## src/rtl/nsr_pkg.sv

```systemverilog
package nsr_pkg;

    typedef enum logic [1:0] {
        OPK_READ  = 2'd0,
        OPK_PROG  = 2'd1,
        OPK_ERASE = 2'd2,
        OPK_CACHE = 2'd3
    } op_kind_e;

    typedef struct packed {
        logic prev;   // result of page N-1 (cache only)
        logic cur;    // result of current page / operation
    } pf_pair_t;

    typedef struct packed {
        logic array_busy;
        logic cache_busy;
        logic wp_n;
    } live_in_t;

    localparam int BYTE_W     = 8;
    localparam int POS_CUR    = 0;
    localparam int POS_PREV   = 1;
    localparam int POS_TRUE   = 5;
    localparam int POS_HOST   = 6;
    localparam int POS_WP     = 7;

    function automatic logic clears_results(op_kind_e k);
        return (k == OPK_PROG) || (k == OPK_ERASE);
    endfunction

    function automatic logic [BYTE_W-1:0] build_low(op_kind_e mode, pf_pair_t pf, live_in_t li);
        logic [BYTE_W-1:0] b;
        b = '0;
        b[POS_CUR]  = (mode != OPK_READ) ? pf.cur : 1'b0;
        b[POS_PREV] = (mode == OPK_CACHE) ? pf.prev : 1'b0;
        b[POS_TRUE] = ~li.array_busy;
        b[POS_HOST] = (mode == OPK_CACHE) ? ~li.cache_busy : ~li.array_busy;
        b[POS_WP]   = li.wp_n;
        return b;
    endfunction

endpackage

```

## src/rtl/nsr_mode_track.sv

```systemverilog
module nsr_mode_track
    import nsr_pkg::*;
(
    input  logic     clk,
    input  logic     rst,
    input  logic     op_start,
    input  logic [1:0] op_code,
    output op_kind_e mode_q,
    output logic     clr_pf
);
    op_kind_e code_k;

    always_comb begin
        code_k = op_kind_e'(op_code);
        clr_pf = op_start && clears_results(code_k);
    end

    always_ff @(posedge clk) begin
        if (rst)
            mode_q <= OPK_READ;
        else if (op_start)
            mode_q <= code_k;
    end
endmodule

```

## src/rtl/nsr_result_pipe.sv

```systemverilog
module nsr_result_pipe
    import nsr_pkg::*;
(
    input  logic     clk,
    input  logic     rst,
    input  logic     clr_pf,
    input  logic     op_start,
    input  logic     op_done,
    input  logic     op_fail,
    input  op_kind_e mode_q,
    output pf_pair_t pf_q
);
    pf_pair_t pf_d;
    logic     take_done;

    always_comb begin
        pf_d      = pf_q;
        take_done = op_done && !op_start && (mode_q != OPK_READ);
        if (clr_pf) begin
            pf_d = '0;
        end else if (take_done) begin
            if (mode_q == OPK_CACHE) begin
                pf_d.prev = pf_q.cur;
                pf_d.cur  = op_fail;
            end else begin
                pf_d.cur  = op_fail;
            end
        end
    end

    always_ff @(posedge clk) begin
        if (rst) pf_q <= '0;
        else     pf_q <= pf_d;
    end
endmodule

```

## src/rtl/nsr_status_ctl.sv

```systemverilog
module nsr_status_ctl (
    input  logic clk,
    input  logic rst,
    input  logic stat_enter,
    input  logic stat_exit,
    output logic active_q
);
    always_ff @(posedge clk) begin
        if (rst)             active_q <= 1'b0;
        else if (stat_exit)  active_q <= 1'b0;
        else if (stat_enter) active_q <= 1'b1;
    end
endmodule

```

## src/rtl/nsr_word_build.sv

```systemverilog
module nsr_word_build
    import nsr_pkg::*;
#(
    parameter int WORD_W = 16
) (
    input  logic              clk,
    input  logic              rst,
    input  logic              active_q,
    input  logic              wide_mode,
    input  op_kind_e          mode_q,
    input  pf_pair_t          pf_q,
    input  live_in_t          live,
    output logic [WORD_W-1:0] word_q,
    output logic              hi_oe_q
);
    localparam int HI_W = WORD_W - BYTE_W;

    logic [BYTE_W-1:0] low_d;
    logic [WORD_W-1:0] word_d;

    always_comb begin
        low_d = active_q ? build_low(mode_q, pf_q, live) : '0;
    end

    generate
        if (HI_W > 0) begin : g_wide
            always_comb word_d = {{HI_W{1'b0}}, low_d};
        end else begin : g_narrow
            always_comb word_d = low_d;
        end
    endgenerate

    always_ff @(posedge clk) begin
        if (rst) begin
            word_q  <= '0;
            hi_oe_q <= 1'b0;
        end else begin
            word_q  <= word_d;
            hi_oe_q <= active_q && wide_mode && (HI_W > 0);
        end
    end
endmodule

```

## src/rtl/nsr_status_gen.sv

```systemverilog
module nsr_status_gen
    import nsr_pkg::*;
#(
    parameter int WORD_W = 16
) (
    input  logic              clk,
    input  logic              rst,
    input  logic              op_start,
    input  logic [1:0]        op_code,
    input  logic              op_done,
    input  logic              op_fail,
    input  logic              array_busy,
    input  logic              cache_busy,
    input  logic              wp_n,
    input  logic              wide_mode,
    input  logic              stat_enter,
    input  logic              stat_exit,
    output logic [WORD_W-1:0] stat_word,
    output logic              stat_hi_oe
);
    op_kind_e mode_q;
    logic     clr_pf;
    pf_pair_t pf_q;
    logic     active_q;
    live_in_t live;

    always_comb begin
        live.array_busy = array_busy;
        live.cache_busy = cache_busy;
        live.wp_n       = wp_n;
    end

    nsr_mode_track u_mode (
        .clk(clk), .rst(rst), .op_start(op_start), .op_code(op_code),
        .mode_q(mode_q), .clr_pf(clr_pf)
    );

    nsr_result_pipe u_pf (
        .clk(clk), .rst(rst), .clr_pf(clr_pf), .op_start(op_start),
        .op_done(op_done), .op_fail(op_fail), .mode_q(mode_q), .pf_q(pf_q)
    );

    nsr_status_ctl u_ctl (
        .clk(clk), .rst(rst), .stat_enter(stat_enter), .stat_exit(stat_exit),
        .active_q(active_q)
    );

    nsr_word_build #(.WORD_W(WORD_W)) u_word (
        .clk(clk), .rst(rst), .active_q(active_q), .wide_mode(wide_mode),
        .mode_q(mode_q), .pf_q(pf_q), .live(live),
        .word_q(stat_word), .hi_oe_q(stat_hi_oe)
    );
endmodule

```

## config.mk

```make
export PLATFORM = sky130hd
export DESIGN_NAME = nsr_status_gen
export DESIGN_NICKNAME = d
export VERILOG_FILES = /design/src/rtl/nsr_pkg.sv /design/src/rtl/nsr_mode_track.sv /design/src/rtl/nsr_result_pipe.sv /design/src/rtl/nsr_status_ctl.sv /design/src/rtl/nsr_word_build.sv /design/src/rtl/nsr_status_gen.sv
export SDC_FILE = /design/constraint.sdc
export NUM_CORES = 1
export LEC_CHECK = 0
export BUFFER_PORTS_ARGS = -buffer_cell sky130_fd_sc_hd__buf_2
export CAP_MARGIN = 25
export CORE_AREA = 8 8 45 47
export CTS_BUF_LIST = sky130_fd_sc_hd__clkbuf_4 sky130_fd_sc_hd__clkbuf_8
export DETAILED_ROUTE_END_ITERATION = 12
export DIE_AREA = 0 0 53 55
export PLACE_DENSITY = 0.72
export SYNTH_ARGS = -nofsm -noshare
export SYNTH_HDL_FRONTEND = slang
export SYNTH_SLANG_ARGS = --single-unit
```

## constraint.sdc

```tcl
create_clock -name clk -period 1.2 [get_ports clk]
set_input_delay 0.24 -clock clk [delete_from_list [all_inputs] [get_ports clk]]
set_output_delay 0.24 -clock clk [all_outputs]
set_load 0.02 [all_outputs]
```

==> out/results.txt <==
Outcome = completed
CP bufs+invs = 0
Hold-fix buffers, CTS = 0
R2R Path Start = u_mode.mode_q[1]
Clock transition at path regs = 0.07 ns
Syn. warnings = 0
Max-slew violations = 0
IO Pins = 30
CTS Root Cell = clkbuf_4
CTS tree = done
Worst min path class = primary input to register
Critical path's slowest cell = dfxtp_1
Via count = 365
Final Skew = 0.00274 ns
Fraction of layout cells with a size suffix above 1 = 32.4%
Startpoint types = register
Filler-free cell count of the finished design = 87
Setup Crit Path Kind = register to register
Adder-cell share of the synthesized area = 0%
Site Rows = 14
Fill cells = 157
Clock buffer depth = 2
Die H = 55 um
Clock sinks = 11
Final core occ = 41.1%
H-tree depth = 1
Register area share after synthesis = 46.4%
Antenna violations before repair = 0
Core ar. = 1380 um2
Largest family of logic cells by synthesized area = simple AND/OR/NAND/NOR gates
Fin crit share = 87.8%
Largest cells by area after synthesis = dfxtp_1 46%, buf_4 17%, mux2i_1 6.3%
Nets@finish = 85
Flop pwr share = 51.9%
Maximum clock rate = 0.949 GHz
CP startpoint = u_mode.mode_q[1]
Worst Hold Launch = stat_exit
Final ANT Viol Nets = 0
Max-cap violation count = 0
PwrDens = 1290 nW/um2
Setup Fix Bufs, Post-CTS = 0
Gr usage total = 6.53%
Ys flop type = dfxtp_1
Avg Synthesized Cell Area = 9.48 um2
Leak = 0.289 nW
Pin count of the biggest net entering global routing = 7
Number of synthesized flops with an enable pin = 0
Final routed DRC violation total = 0
Dpl cells = 83
Post-synthesis cell type count = 20
Vias in the first global route = 355
Number of inserted diodes = 0
TritonCTS Buffers = 3
Grt total ovfl = 0
Hpwl dp = 766 um
Simple-Gate Fraction of Synth Area = 20.1%
Critical path's largest stage delay = 0.43 ns
CP top delay family = simple AND/OR/NAND/NOR gates
Clk Latency, worst-skew pair = 0.26 ns
Crit end category = register
Synth top area share = 46.4%
Port-buffer cells = 18
Compound-Gate Fraction of Synth Area = 7.12%
First-pass GRT wire length = 1.39 mm
Final setup vio count = 0
Hold Fails Final Rpt = 0
Crit-path max FO = 6
Clock Power Share = 36.0%
Combinational share of power = 12.0%
Syn-to-layout area delta = 20.1%
Initial DRC count = 3
Router iterations before antenna repair = 2
Synthesis-stage register bit count = 11
Post-DR wirelength/cell = 10.6 um
Via density = 4.20
Die area = 2920 um2
WL final = 923 um
Total net switching power = 0.181 mW
Post-Synthesis Cell Area = 474 um2
Initial core utilization = 34.3%
Synth Area in XOR/XNOR = 1.85%
Post-synth top area cell = dfxtp_1
P_int = 0.555 mW
Cells after Synth = 50
Final min period = 1.05 ns
Peak supply drop = 0.603 mV
Switching share of power = 24.5%
Async SR Flop Fraction = 0%
Most frequent cells after synthesis = 11 x buf_4, 11 x dfxtp_1, 7 x nor2_1, 3 x mux2i_1
CP Data Arrival Time = 1.25 ns
Die width = 53 um
Post-CTS sizing = 0
RSZ-0062 raised after global routing = false
CP Data Required Time = 1.39 ns
Crit-path cells = nor2_2 > or3b_1 > a21oi_1
Routability cong. = 0.717
Setup TNS = 0 ns
Mux contribution to synthesized area = 6.33%
sequential cells by signal, summed over array words and instances (netlist names):
| name | flops |
|---|---|
| u_word.word_q | 5 |
| u_pf.pf_q | 2 |
| u_ctl.active_q | 1 |
| u_word.hi_oe_q | 1 |
| u_mode.mode_q | 2 |
area by class of cell:
class                      count  area [um2]  area share (%)
sequential                    11         220            38.7
multi-input combinational     38         209            36.7
timing repair buffer          18        90.1            15.8
clock buffer                   4        30.0            5.27
tap                           16        20.0            3.52
power by group through the flow:
| stage | Combinational [mW] | Sequential (mW) | Clock [mW] |
|---|---|---|---|
| 4_1_cts | 0.0880 | 0.382 | 0.278 |
| 5_1_grt | 0.0965 | 0.384 | 0.300 |
| 3_5_place_dp | 0.0873 | 0.390 | 0 |
| 2_1_floorplan | 0.0808 | 0.392 | 0 |
| 3_3_place_gp | 0.0861 | 0.391 | 0 |
| 6_report | 0.0885 | 0.382 | 0.265 |
worst paths after layout:
| path | end | slack (ns) | cells past startpoint |
|---|---|---|---|
| max reg2reg | u_pf.pf_q[0] | 0.15 | 3 |
| max | u_pf.pf_q[0] | 0.15 | 3 |
| min reg2reg | u_word.word_q[1] | 0.45 | 2 |
| min | u_ctl.active_q | 0.14 | 2 |
per-layer routing:
layer	vias to the layer above	wire length [um]	track usage, %
li1	185	-	-
met1	164	322	5.99
met2	14	472	10.7
met3	2	124	4.28
met4	0	4	3.88
met5	-	0	0
placed cells by master, fill, tap and decap left out:
cell type,synthesis,routed
nor2_2,1,1
mux2i_1,3,3
a311oi_1,1,1
and2_1,2,2
nand4b_1,1,1
nor2b_1,1,1
buf_2,0,18
conb_1,1,11
nor2_1,7,7
o21ai_0,1,1
xor2_1,1,1
nand2_1,1,1
a21o_1,1,1
nor3_1,1,1
or3b_1,1,1
a21boi_0,1,1
nand2b_1,2,2
a21oi_1,1,1
clkbuf_4,0,4
nand3_1,1,1
dfxtp_1,11,11
cells by family (layout without fill, tap and decap cells):
group                  count (synthesis)  in the layout
AO/OA/AOI/OAI                          5              5
XOR/XNOR                               1              1
buffers and inverters                 11             22
flip-flops                            11             11
multiplexers                           3              3
other                                  1             11
AND/OR/NAND/NOR                       18             18
per-stage QoR:
| step | worst slack (ns) | hold WS, ns | total power [mW] | area [um2] |
|---|---|---|---|---|
| 2_1_floorplan | 0.227 | 0.312 | 0.473 | 512 |
| 3_3_place_gp | 0.169 | 0.407 | 0.477 | 539 |
| 3_5_place_dp | 0.130 | 0.409 | 0.478 | 539 |
| 4_1_cts | 0.143 | 0.129 | 0.748 | 569 |
| 5_1_grt | 0.0803 | 0.117 | 0.781 | 569 |
| 6_report | 0.146 | 0.141 | 0.736 | 569 |
No activity file was read; power rests on OpenSTA's default activity.
